File: config.mk
export PLATFORM = sky130hd
export DESIGN_NAME = dbg_cmd_dispatch
export DESIGN_NICKNAME = d
export VERILOG_FILES = /design/src/rtl/dbg_cmd_dispatch.sv
export SDC_FILE = /design/constraint.sdc
export NUM_CORES = 1
export LEC_CHECK = 0
export BUFFER_PORTS_ARGS = -buffer_cell sky130_fd_sc_hd__clkbuf_2
export CORE_ASPECT_RATIO = 1.75
export CORE_UTILIZATION = 46
export CTS_CLUSTER_DIAMETER = 80
export DETAILED_ROUTE_END_ITERATION = 7
export PLACE_DENSITY = 0.77
export SLEW_MARGIN = 10
export SYNTH_ARGS = -nofsm -noshare
export SYNTH_HDL_FRONTEND = slang
export SYNTH_SLANG_ARGS = --single-unit
export TNS_END_PERCENT = 30
File: constraint.sdc
create_clock -name tck -period 1.9 [get_ports tck]
set_input_delay 0.285 -clock tck [delete_from_list [all_inputs] [get_ports tck]]
set_output_delay 0.285 -clock tck [all_outputs]
set_load 0.01 [all_outputs]
File: src/rtl/dbg_cmd_dispatch.sv
module dbg_cmd_dispatch #(
  parameter int          DW         = 32,
  parameter logic [6:0]  SEL_CPU    = 7'h10,
  parameter logic [6:0]  SEL_NONE   = 7'h7F,
  parameter logic [6:0]  SEL_RDONLY = 7'h02,
  parameter logic [6:0]  SEL_WRONLY = 7'h03,
  parameter logic [9:0]  CMD_RST    = 10'b10_0000_0010,
  parameter logic [9:0]  IR_STATUS  = 10'b00_0000_0001
) (
  input  logic          tck,
  input  logic          trst_n,
  input  logic          por_n,
  input  logic          tlr,
  input  logic          cap_ir,
  input  logic          shf_ir,
  input  logic          upd_ir,
  input  logic          cap_dr,
  input  logic          shf_dr,
  input  logic          upd_dr,
  input  logic          tdi,
  output logic          tdo,
  input  logic [DW-1:0] rd_data,
  input  logic          in_debug,
  output logic [6:0]    reg_sel,
  output logic          rd_stb,
  output logic          wr_stb,
  output logic [DW-1:0] wr_data,
  output logic          go_pulse,
  output logic          exit_pulse
);
  localparam int CW = 10;

  logic [CW-1:0] cmd, ir_sr;
  logic [DW-1:0] dr_sr;
  logic          byp, go_q, exit_q;

  wire rst_n   = trst_n & por_n;
  wire cmd_rd  = cmd[9];
  wire cmd_go  = cmd[8];
  wire cmd_ex  = cmd[7];
  wire bypass  = cmd[6:0] == SEL_NONE;
  wire is_ro   = cmd[6:0] == SEL_RDONLY;
  wire is_wo   = cmd[6:0] == SEL_WRONLY;
  wire rd_ok   = !bypass && !is_wo && (cmd_rd || is_ro);
  wire wr_ok   = !bypass && !is_ro && (!cmd_rd || is_wo);
  wire go_ok   = cmd_go && in_debug && (cmd[6:0] == SEL_CPU || bypass);

  always_ff @(posedge tck or negedge rst_n)
    if (!rst_n)      cmd <= CMD_RST;
    else if (tlr)    cmd <= CMD_RST;
    else if (upd_ir) cmd <= ir_sr;

  always_ff @(posedge tck or negedge rst_n)
    if (!rst_n)      ir_sr <= '0;
    else if (cap_ir) ir_sr <= IR_STATUS;
    else if (shf_ir) ir_sr <= {tdi, ir_sr[CW-1:1]};

  always_ff @(posedge tck or negedge rst_n)
    if (!rst_n)                    dr_sr <= '0;
    else if (cap_dr && rd_ok)      dr_sr <= rd_data;
    else if (shf_dr && !bypass)    dr_sr <= {tdi, dr_sr[DW-1:1]};

  always_ff @(posedge tck or negedge rst_n)
    if (!rst_n)                  byp <= 1'b0;
    else if (cap_dr)             byp <= 1'b0;
    else if (shf_dr && bypass)   byp <= tdi;

  always_ff @(posedge tck or negedge rst_n)
    if (!rst_n) begin
      go_q   <= 1'b0;
      exit_q <= 1'b0;
    end else begin
      go_q   <= !tlr && upd_dr && go_ok;
      exit_q <= !tlr && upd_dr && go_ok && cmd_ex;
    end

  assign reg_sel    = cmd[6:0];
  assign rd_stb     = cap_dr && rd_ok;
  assign wr_stb     = upd_dr && wr_ok;
  assign wr_data    = dr_sr;
  assign go_pulse   = go_q;
  assign exit_pulse = exit_q;
  assign tdo        = shf_ir ? ir_sr[0] : (bypass ? byp : dr_sr[0]);
endmodule

==> Word level (Yosys, flattened, before mapping) <==
Index checks and enable logic that the tools add are counted.
{ "classes": {"bitwise": 1, "n_eq_ne": 4, "n_mux": 10, "reduce_logical": 25} }
{ "op_table": {"columns": ["op", "n"], "rows": [
  ["2-to-1 mux 32 bit", 2],
  ["2-to-1 mux 10 bit", 4],
  ["== test 7 x 2 -> 1 bit (second input constant)", 2],
  ["logical AND 1 bit", 13],
  ["nonzero test 2 bit", 4],
  ["== test 7 x 5 -> 1 bit (second input constant)", 1],
  ["== test 7 bit (second input constant)", 1],
  ["logical NOT 1 bit", 5],
  ["2-to-1 mux 1 bit", 4],
  ["logical OR 1 bit", 3],
  ["AND 1 bit", 1]
]} }
{ "totals": {"wordCells": 46, "regBits": 55, "input_bits": 44} }

==> Longest topological paths before layout <==
{ "logic_depth": {"word_depth": 6, "depth_mapped": 5, "ltp_nobuf": 4} }

==> Least setup slack after synthesis <==
No wires, ideal clock.
{ "synth_timing": {"path_type": "register to register", "start": "register cmd[1]", "end": "register dr_sr[15], in the netlist wr_data[15]", "t_arrival_ns": 1.891, "stages_incl_launch_ff": 6, "path_buffers": 1, "synth_period_minus_slack_ns": 2.016, "setup_ns": 0.125, "required_ns": 1.775, "setup_slack_ns": -0.116, "path_cell_list": "dfstp_2 > nand3_1 > o21ai_1 > clkbuf_1 > mux2_2 > mux2_2"} }
{ "synth_via": {"elab_chain_len": 6, "elab_cells_between_ends": 12} }
{ "synth_lines": {"columns": ["item", "line_no", "source"], "rows": [
  ["start: declaration", "33", "logic [CW-1:0] cmd, ir_sr;"],
  ["start signal: assignment", "51", "else if (upd_ir) cmd <= ir_sr;"],
  ["== test 7 bit or == test 7 x 2 -> 1 bit (tied branches)", "41, 43", null],
  ["logical NOT 1 bit, on equally long branches", "44, 61", null],
  ["logical AND 1 bit (2 in series)", "44", "wire rd_ok = !bypass && !is_wo && (cmd_rd || is_ro);"],
  ["logical AND 1 bit", "60", "else if (cap_dr && rd_ok) dr_sr <= rd_data;"],
  ["2-to-1 mux 32 bit or nonzero test 2 bit (tied branches)", null, null],
  ["end signal: assignment", "60", null],
  ["end signal: assignment", "61", "else if (shf_dr && !bypass) dr_sr <= {tdi, dr_sr[DW-1:1]};"],
  ["end: declaration", "34", "logic [DW-1:0] dr_sr;"]
]} }
Parallel ways exist; a longest one is shown, timed or not.
A chain may end at the register's enable or synchronous reset.

==> Worst setup path after layout <==
{ "layout_timing": {"start": "register cmd[3]", "end": "output rd_stb"} }
{ "layout_via": {"elab_chain_len": 5, "elab_cells_between_ends": 9} }
{ "layout_lines": {"columns": ["item", "line_no", "source"], "rows": [
  ["== test 7 bit or == test 7 x 2 -> 1 bit (tied branches)", "41, 43", null],
  ["logical NOT 1 bit", "44", null],
  ["logical AND 1 bit", "44", null],
  ["logical AND 1 bit *", "44", null],
  ["logical AND 1 bit *", "78", "assign rd_stb = cap_dr && rd_ok;"],
  ["end: declaration", "25", "output logic rd_stb,"]
]} }
Every way passes the cells marked *; elsewhere a longest branch is shown, timed or not.

==> metrics <==
Synth cell types 29; fillers 470; Fin. Hold Viols 0; vias per cell 5.103; post-layout power 3.193 mW; Finish-stage setup viols 35; Critical Path RT 1.62 ns; initial DRC count 52; reg-to-reg startpoint cmd[5]; Fin Clk Skew 0.005745 ns; # DRC 0; Final Net Count 347; die height 103.1 um; Post-Synth XOR/XNOR Area 0%; PwrDens 876.3 nW/um^2; top-area cell type share of the netlist area 49.39%; leading area contributor after synthesis dfrtp_1; ant diodes 0; Core Rows 36; R2R Setup Slk -0.26 ns; ANT nets after route 0; max_cap viols 0; Die Area 6159 sq um; final WL 5932 um; dpl cells 363; routed vias 1939; Slew @ Worst Pin 0.3580 ns; CTS tree done; Worst VDD drop 0.6963 mV; H-tree depth 2; cells after synthesis 204; Final Cycle Share 118.8%; CP Class reg2out; DRT Pass-1 Iters 4; Yosys warning count 0; die width 59.76 um; initial antenna violation count 0; GR Util All Layers 19.14%; Worst Setup Start Kind flop; status finished with violations; complex-gate fraction of the synthesized area 2.563%; register area 1379 sq um; Syn Area/Cell 13.16 sq um; total CTS buffers 5; final setup margin -0.3575 ns; Slew Limit Fails 0; Area Growth Syn to Fin 35.69%; RSZ-0062 raised after global routing yes; Worst R2R End wr_data[11]; main combinational cell family by area after synthesis multiplexers; FMAX 0.4430 GHz; largest net degree at the start of global routing 56; PortBufs 87; Hold-fix buffers, CTS 0; vias in the first global route 1825; IO Count 88; crit path DAT 1.97 ns; core area 5585 sq um; Post-Syn Nets 248; Multi-input gate area 1319 sq um; clk buf depth 2; root buffer cell clkbuf_8; WHS 0.06565 ns; CP Max Fanout 3; failing checks setup timing; Max-slew headroom 76.13%; grt ovf 0; crit end category output port; clock slew at reported path FFs 0.09 ns; first-pass GRT wire length 8535 um; Starting Density 48.07%; GP Congestion 0.7739; Synth area leaders dfrtp_1 49%, mux2_2 25%, mux2i_1 7.5%, nor2_1 2.5%, mux2_4 2.2%; layout cell share with drive strength beyond 1 64.14%; Synth Area in Simple Gates 6.617%; Clock Sinks 55; synthesized flop and latch total 55; most common cell after layout, fill and taps aside clkbuf_2; Post-Synth Adder-Cell Area 0%; mux contribution to synthesized area 34.86%; Post-DP HPWL 4103 um; Tmin final 2.258 ns; Seq/Total Area, Yosys 51.35%; non-filler instance count after layout 380; worst r2r path cells 8; WL per Instance 15.61 um; insertion delay to the later sink of the worst-skew pair 0.31 ns; Pleak 1.873 nW; post-synthesis cell area 2685 sq um; Hold Path Class in2async; most frequent cells in the layout 85 x clkbuf_2, 53 x dfrtp_1, 37 x mux2_2
power breakdown:
group | internal (mW) | switching (mW)
combinational | 0.576 | 0.366
clock | 0.393 | 0.376
sequential | 1.34 | 0.141
Yosys cell counts (all sizes together):
master  number
a211o        1
a21oi        2
and2         2
buf         11
clkbuf       6
dfrtp       53
dfstp        2
inv          3
mux2        64
mux2i       20
nand2        5
nand2b       1
nand3        1
nand4        2
nor2        18
nor2b        1
nor3         2
o21a         2
o21ai        4
or2          2
or4          1
or4b         1
worst max-delay path by stage:
stage	start	to	slack, ns	cells past startpoint
after floorplan	cmd[1]	wr_data[15]	-0.12	5
after CTS	cmd[5]	rd_stb	-0.36	6
after global routing	cmd[3]	rd_stb	-0.42	6
after global placement	cmd[6]	wr_data[21]	-0.09	5
final	cmd[3]	rd_stb	-0.36	6
after detailed placement	cmd[6]	wr_data[18]	-0.12	5
kinds of logic (layout without fill, tap and decap cells):
kind of cell	after synthesis	after routing
AOI/OAI and AO/OA	9	9
buffers and inverters	20	120
DFF	55	55
muxes	84	84
and+or+nand+nor	36	36
registers in the layout (all words and copies together) (netlist names):
register and cells:
exit_pulse 1, ir_sr 10, byp 1, go_pulse 1, cmd 10, wr_data 32
cell type report:
cell class / count / area share, %
multi-input combinational: 129 / 36.19
clock inverter: 2 / 1.030
tap: 76 / 2.610
timing repair buffer: 109 / 20.02
inverter: 3 / 0.3091
sequential: 55 / 37.84
clock buffer: 6 / 1.992
timing repair:
action	CTS	global route
pin swaps	6	6
gates cloned	0	4
setup buffers	5	1
gates resized for setup	9	32
endpoints found under the setup margin	35	36
routing by layer:
| layer | global-route usage [%] | routed length, um | up-vias |
|---|---|---|---|
| li1 | - | - | 914 |
| met1 | 19.64 | 2214 | 961 |
| met2 | 35.47 | 3367 | 54 |
| met3 | 3.890 | 209 | 10 |
| met4 | 9.481 | 140 | 0 |
| met5 | 0 | 0 | - |
metrics by stage:
stage	util, %	TNS, ns	setup slack, ns	area, sq um
2_1_floorplan	-	-5.913	-0.1160	2685
3_3_place_gp	58.42	-2.775	-0.09011	3263
3_5_place_dp	58.42	-3.414	-0.1190	3263
4_1_cts	61.63	-9.932	-0.3600	3442
5_1_grt	65.23	-10.21	-0.4240	3643
6_report	65.23	-7.897	-0.3575	3643
critical path, cell delays in order, from the launching register on:
cell,delay (ns)
dfrtp_1,0.39
or4_4,0.58
o21a_4,0.25
o21ai_4,0.17
buf_12,0.14
inv_2,0.03
buf_6,0.11
Note: power is estimated with default switching activity, not from simulation.
